--- src/rtl/dir_ctrl.sv ---
module dir_ctrl #(
  parameter int NCACHE = 4,
  parameter int NBLK   = 8,
  parameter int DW     = 8,
  localparam int SW = $clog2(NCACHE),
  localparam int BW = $clog2(NBLK)
) (
  input  logic              clk,
  input  logic              rst_n,
  input  logic              in_valid,
  input  logic [2:0]        in_kind,
  input  logic [SW-1:0]     in_src,
  input  logic [BW-1:0]     in_blk,
  input  logic [DW-1:0]     in_data,
  output logic              out_valid,
  output logic [2:0]        out_kind,
  output logic [NCACHE-1:0] out_dst,
  output logic [BW-1:0]     out_blk,
  output logic [DW-1:0]     out_data
);
  localparam logic [2:0] I_RD = 3'd0, I_WRM = 3'd1, I_WRS = 3'd2,
                         I_WB = 3'd3, I_ACK = 3'd4, I_FD  = 3'd5;
  localparam logic [2:0] O_DSH = 3'd0, O_DEX = 3'd1, O_INV = 3'd2,
                         O_FET = 3'd3, O_FIN = 3'd4, O_RTY = 3'd5;
  localparam logic [1:0] K_INV = 2'd0, K_FRD = 2'd1, K_FWR = 2'd2;

  typedef enum logic [1:0] {UNC = 2'd0, SHR = 2'd1, EXC = 2'd2} dstate_t;

  dstate_t           st   [NBLK];
  logic [NCACHE-1:0] pres [NBLK];
  logic [DW-1:0]     mem  [NBLK];

  logic              busy;
  logic [1:0]        p_kind;
  logic [BW-1:0]     p_blk;
  logic [NCACHE-1:0] p_req;
  logic [NCACHE-1:0] p_wait;

  wire [NCACHE-1:0] sbit     = NCACHE'(1) << in_src;
  wire dstate_t     cur_st   = st[in_blk];
  wire [NCACHE-1:0] cur_pres = pres[in_blk];
  wire [NCACHE-1:0] others   = cur_pres & ~sbit;
  wire [NCACHE-1:0] wait_nx  = p_wait & ~sbit;
  wire              hit_p    = busy && (in_blk == p_blk);

  always_ff @(posedge clk) begin
    if (!rst_n) begin
      for (int i = 0; i < NBLK; i++) begin
        st[i]   <= UNC;
        pres[i] <= '0;
        mem[i]  <= DW'(i);
      end
      busy      <= 1'b0;
      p_kind    <= K_INV;
      p_blk     <= '0;
      p_req     <= '0;
      p_wait    <= '0;
      out_valid <= 1'b0;
      out_kind  <= O_DSH;
      out_dst   <= '0;
      out_blk   <= '0;
      out_data  <= '0;
    end else begin
      out_valid <= 1'b0;
      out_data  <= '0;
      out_blk   <= in_blk;
      if (in_valid) begin
        case (in_kind)
          I_RD: begin
            out_valid <= 1'b1;
            if (busy) begin
              out_kind <= O_RTY;
              out_dst  <= sbit;
            end else if (cur_st == EXC && cur_pres != sbit) begin
              out_kind <= O_FET;
              out_dst  <= cur_pres;
              busy     <= 1'b1;
              p_kind   <= K_FRD;
              p_blk    <= in_blk;
              p_req    <= sbit;
              p_wait   <= cur_pres;
            end else begin
              out_kind <= O_DSH;
              out_dst  <= sbit;
              out_data <= mem[in_blk];
              pres[in_blk] <= cur_pres | sbit;
              if (cur_st != EXC) st[in_blk] <= SHR;
            end
          end
          I_WRM, I_WRS: begin
            out_valid <= 1'b1;
            if (busy) begin
              out_kind <= O_RTY;
              out_dst  <= sbit;
            end else if (cur_st == EXC && cur_pres != sbit) begin
              out_kind <= O_FIN;
              out_dst  <= cur_pres;
              busy     <= 1'b1;
              p_kind   <= K_FWR;
              p_blk    <= in_blk;
              p_req    <= sbit;
              p_wait   <= cur_pres;
            end else if (cur_st == SHR && others != '0) begin
              out_kind <= O_INV;
              out_dst  <= others;
              busy     <= 1'b1;
              p_kind   <= K_INV;
              p_blk    <= in_blk;
              p_req    <= sbit;
              p_wait   <= others;
            end else begin
              out_kind <= O_DEX;
              out_dst  <= sbit;
              out_data <= mem[in_blk];
              pres[in_blk] <= sbit;
              st[in_blk]   <= EXC;
            end
          end
          I_WB: begin
            if (cur_st == EXC && cur_pres == sbit) begin
              mem[in_blk]  <= in_data;
              pres[in_blk] <= '0;
              st[in_blk]   <= UNC;
            end
          end
          I_ACK: begin
            if (hit_p && p_kind == K_INV && (p_wait & sbit) != '0) begin
              p_wait <= wait_nx;
              if (wait_nx == '0) begin
                busy        <= 1'b0;
                out_valid   <= 1'b1;
                out_kind    <= O_DEX;
                out_dst     <= p_req;
                out_data    <= mem[p_blk];
                pres[p_blk] <= p_req;
                st[p_blk]   <= EXC;
              end
            end
          end
          I_FD: begin
            if (hit_p && p_kind != K_INV && p_wait == sbit) begin
              busy       <= 1'b0;
              mem[p_blk] <= in_data;
              out_valid  <= 1'b1;
              out_dst    <= p_req;
              out_data   <= in_data;
              if (p_kind == K_FRD) begin
                out_kind    <= O_DSH;
                pres[p_blk] <= p_wait | p_req;
                st[p_blk]   <= SHR;
              end else begin
                out_kind    <= O_DEX;
                pres[p_blk] <= p_req;
                st[p_blk]   <= EXC;
              end
            end
          end
          default: ;
        endcase
      end
    end
  end
endmodule


--- config.mk ---
export PLATFORM = sky130hd
export DESIGN_NAME = dir_ctrl
export DESIGN_NICKNAME = d
export VERILOG_FILES = /design/src/rtl/dir_ctrl.sv
export SDC_FILE = /design/constraint.sdc
export NUM_CORES = 1
export LEC_CHECK = 0
export ABC_AREA = 0
export ABC_CLOCK_PERIOD_IN_PS = 4500
export BUFFER_PORTS_ARGS = -buffer_cell sky130_fd_sc_hd__buf_2
export CORE_ASPECT_RATIO = 0.5
export CORE_UTILIZATION = 35
export CTS_CLUSTER_DIAMETER = 30
export DETAILED_ROUTE_END_ITERATION = 8
export PLACE_DENSITY = 0.63
export SKIP_CTS_REPAIR_TIMING = 1
export SYNTH_ARGS = -nofsm -noshare
export SYNTH_HDL_FRONTEND = slang
export SYNTH_SLANG_ARGS = --single-unit
--- constraint.sdc ---
create_clock -name clk -period 4.5 [get_ports clk]
set_clock_uncertainty 0.05 [all_clocks]
set_input_delay 0.45 -clock clk [delete_from_list [all_inputs] [get_ports clk]]
set_output_delay 0.45 -clock clk [all_outputs]
set_load 0.05 [all_outputs]
==> results.md <==
Run status:
- The run finished with clean final reports.

Floorplan:
- The core area is 22980 um2.
- The starting density of the core is 35.94%.
- The total die area is 24260 um2.
- The I/O pin total is 38.
- After floorplanning, the core was divided into 39 placement rows.
- The die outline width is 219.3 um.
- The die boundary height is 110.6 um.

Pwr:
- In this run, flip-flops and latches consume 45.2% of the power.
- The total internal power is 2518 uW.
- The proportion of power drawn by the clock network is 42.0%.
- The static leakage power is 0.003241 uW.
- The net switching power is 889.6 uW.
- The power density over the cells is 360.3 nW/um2.
- IR analysis of the VDD net gives a maximum drop of 0.2684 mV.
- The fraction of power spent switching nets is 26.11%.
- The proportion of power drawn by combinational gates is 12.8%.

Setup path:
- The worst setup path is launched from a register.
- The most prevalent standard cell on the critical path is o21ai_1.
- For the worst setup path, the data required time is 4.60 ns.
- The data arrival time of the critical path is 4.07 ns.
- The setup path with the least slack is of type register to register.
- The critical path goes through mux4_2 -> mux2i_1 -> inv_1 -> ha_1 -> or4b_1 -> or4_1 -> nor3_2 -> o21ai_1 -> o21ai_1 -> buf_4.
- STA classifies the critical path endpoint as a register.
- The maximum fanout encountered on the critical timing path is 16.
- The delay of the slowest critical-path stage is 0.48 ns.
- The cell with the largest stage delay on the worst path is mux4_2.

Placed design:
- The placer's final routability congestion estimate is 0.9048.
- The count of buffers inserted at the top-level ports is 37.
- In this run, placement finished with an instance count of 1015.
- Detailed placement ended at an HPWL of 15040 um.

Synth:
- After synthesis, the mean cell area works out to 11.92 um2.
- The number of warnings issued by yosys is 0.
- For this run, the leading register cell type out of synthesis is edfxtp_1.
- In this run, synthesis produced a sequential element count of 148.
- The count of different cell masters after synthesis is 67.
- The mapped netlist covers 8260 um2.
- Synthesis handed over a netlist of 693 instances.
- Counting every net in the synthesized netlist gives 724.
- The number of enable-type register cells in the synthesized netlist is 112.
- The post-synthesis async set-or-reset flop share is 0%.
- The sequential share of the synthesized area is 49.44%.

Timing:
- Setup repair after global routing left no endpoint under its margin.
- The actual slew at the worst max-slew pin is 1.152 ns.
- The worst path needs 3.971 ns of the cycle, external delays included.
- In this run the tightest slew margin relative to its limit is 22.15%.
- The number of pins with negative max-slew slack in the final report is 0.
- In the finished design, the share of the clock period the worst path needs comes to 88.25%.
- The accumulated negative setup slack is 0 ns.
- The number of hold violations in the final report is 0.
- The highest clock rate is 251.8 MHz.
- The count of endpoints failing setup in the final report is 0.

Routing:
- The wire length reported by the detailed router is 21140 um.
- The violation count after the first detailed-routing iteration is 569.
- The first-pass iteration count of the detailed router is 5.
- The detail-routed net length per standard cell is 20.19 um.
- For this block, the via count after detailed routing is 6002.
- The number of design rule violations left after detail routing is 0.
- The via density per instance is 5.733.
- The detail route stage leaves a number of antenna-violating nets equal to 0.

Clocking:
- The number of sinks handled by clock tree synthesis is 148.
- The later-pin clock latency in the skew report is 0.43 ns.
- Counting the buffers created by CTS gives 17.
- The TritonCTS clock tree is yes.
- CTS placed an instance of clkbuf_16 at the clock tree root.
- CTS built an H-tree with a depth of 4.
- The maximum buffer depth of the clock tree is 2.
- Clock-pin slew was measured on the worst setup and hold paths at 0.06 ns.

Global route:
- The initial antenna violation count is 0.
- The total track usage is 18.13%.
- Entering global routing, the biggest net connects 51 pins.
- The final global-route overflow total is 0.
- The wire length of the first global-routing pass is 33440 um.
- The via count of the first global-routing pass is 5881.

Run:
- The max capacitance violation total is 0.

Layout:
- Leaving out fill and tap cells, the most frequent cell in the layout is edfxtp_1.
- The final standard cell utilization of the core is 41.15%.
- In the final design database the tool counted 758 nets.
- Compared with the post-synthesis result, the final layout area differs by 14.48%.
- Excluding fillers, the count of instances in the completed layout stands at 1047.
- Leaving out fill and tap cells, the most frequent cells in the layout are 112 x edfxtp_1, 56 x and2_1, 44 x nand2_1, 44 x mux4_2, 38 x nor2_1.
- Cells with a size suffix above 1 make up 25.54% of the layout.
- 0 antenna diodes ended up in the layout.

Worst hold path:
- The type of the most critical hold path is input pin to register.
-- Yosys cell counts (17+ instances only) --
cell type | count | area (um2)
edfxtp_1 | 112 | 3363
and2_1 | 56 | 350.3
mux4_2 | 44 | 991.0
nand2_1 | 44 | 165.2
nor2_1 | 38 | 142.6
dfxtp_1 | 36 | 720.7
clkbuf_1 | 31 | 116.4
o21ai_1 | 29 | 145.1
a21oi_1 | 18 | 90.09
mux2_2 | 18 | 202.7
or3_1 | 18 | 112.6
inv_1 | 17 | 63.81
-- logic make-up (layout without fill, tap and decap cells) --
| group | Yosys count | in the layout | synth area share [%] |
|---|---|---|---|
| adder cells (fa/ha/maj) | 12 | 12 | 1.818 |
| multiplexers | 77 | 77 | 16.28 |
| AND/OR/NAND/NOR | 238 | 238 | 16.03 |
| buffers and inverters | 72 | 119 | 3.468 |
| flip-flops | 148 | 148 | 49.44 |
| AO/OA/AOI/OAI | 142 | 142 | 12.54 |
| XOR/XNOR | 4 | 4 | 0.4241 |
-- flip-flops by register name, indices dropped and copies added (netlist names), named ones only --
| signal | count |
|---|---|
| p_blk | 3 |
| mem | 64 |
| pres | 32 |
| p_wait | 4 |
| out_dst | 4 |
| out_blk | 3 |
| st | 16 |
| p_kind | 2 |
| busy | 1 |
| p_req | 4 |
| out_valid | 1 |
| out_data | 8 |
| out_kind | 3 |
-- critical path: cells and delay by family, from the launching register on --
kind | cells | cell delay [ns]
AOI/OAI and AO/OA | 2 | 0.68
adders and majority gates | 1 | 0.28
buffers and inverters | 2 | 0.30
DFF | 1 | 0.37
muxes | 2 | 0.74
and+or+nand+nor | 3 | 1.26
-- worst paths after layout --
kind | depth (start not counted) | start | slack, ns | end
setup / recovery | 10 | pres[7][1] | 0.53 | mem[7][4]
hold / removal | 3 | in_src[0] | 0.31 | p_req[3]
setup reg to reg | 10 | pres[7][1] | 0.53 | mem[7][4]
hold reg to reg | 2 | out_kind[2] | 0.42 | out_kind[2]
-- per-layer routing --
layer | wire [um] | track usage [%]
met5 | 0 | 0
met4 | 282 | 5.556
met3 | 1146 | 3.113
met2 | 10290 | 29.59
met1 | 9423 | 24.53
-- cell type report --
cell class / count / area (um2)
sequential: 148 / 4084
clock inverter: 10 / 92.59
timing repair buffer: 70 / 445.4
clock buffer: 22 / 496.7
fill: 2157 / 13530
inverter: 17 / 63.81
multi-input combinational: 473 / 3890
tap: 307 / 384.1
-- power groups by stage --
stage               Combinational [uW]  Clock (uW)  Sequential, uW
CTS                                434        1450            1540
finish                             437        1430            1540
global route                       470        1500            1540
floorplan                          288           0            1570
global placement                   426           0            1570
detailed placement                 431           0            1570
-- per-stage QoR --
stage               area [um2]  setup slack [ns]  power, uW  hold WS (ns)
finish                    9457            0.5286       3408        0.3057
global route              9457            0.3182       3520        0.3048
CTS                       9457            0.5356       3421        0.2852
detailed placement        8867            0.1034       2000        0.4138
global placement          8867            0.2456       1993        0.4034
floorplan                 8262          -0.03416       1860        0.3929
(Power assumes the default switching activity.)
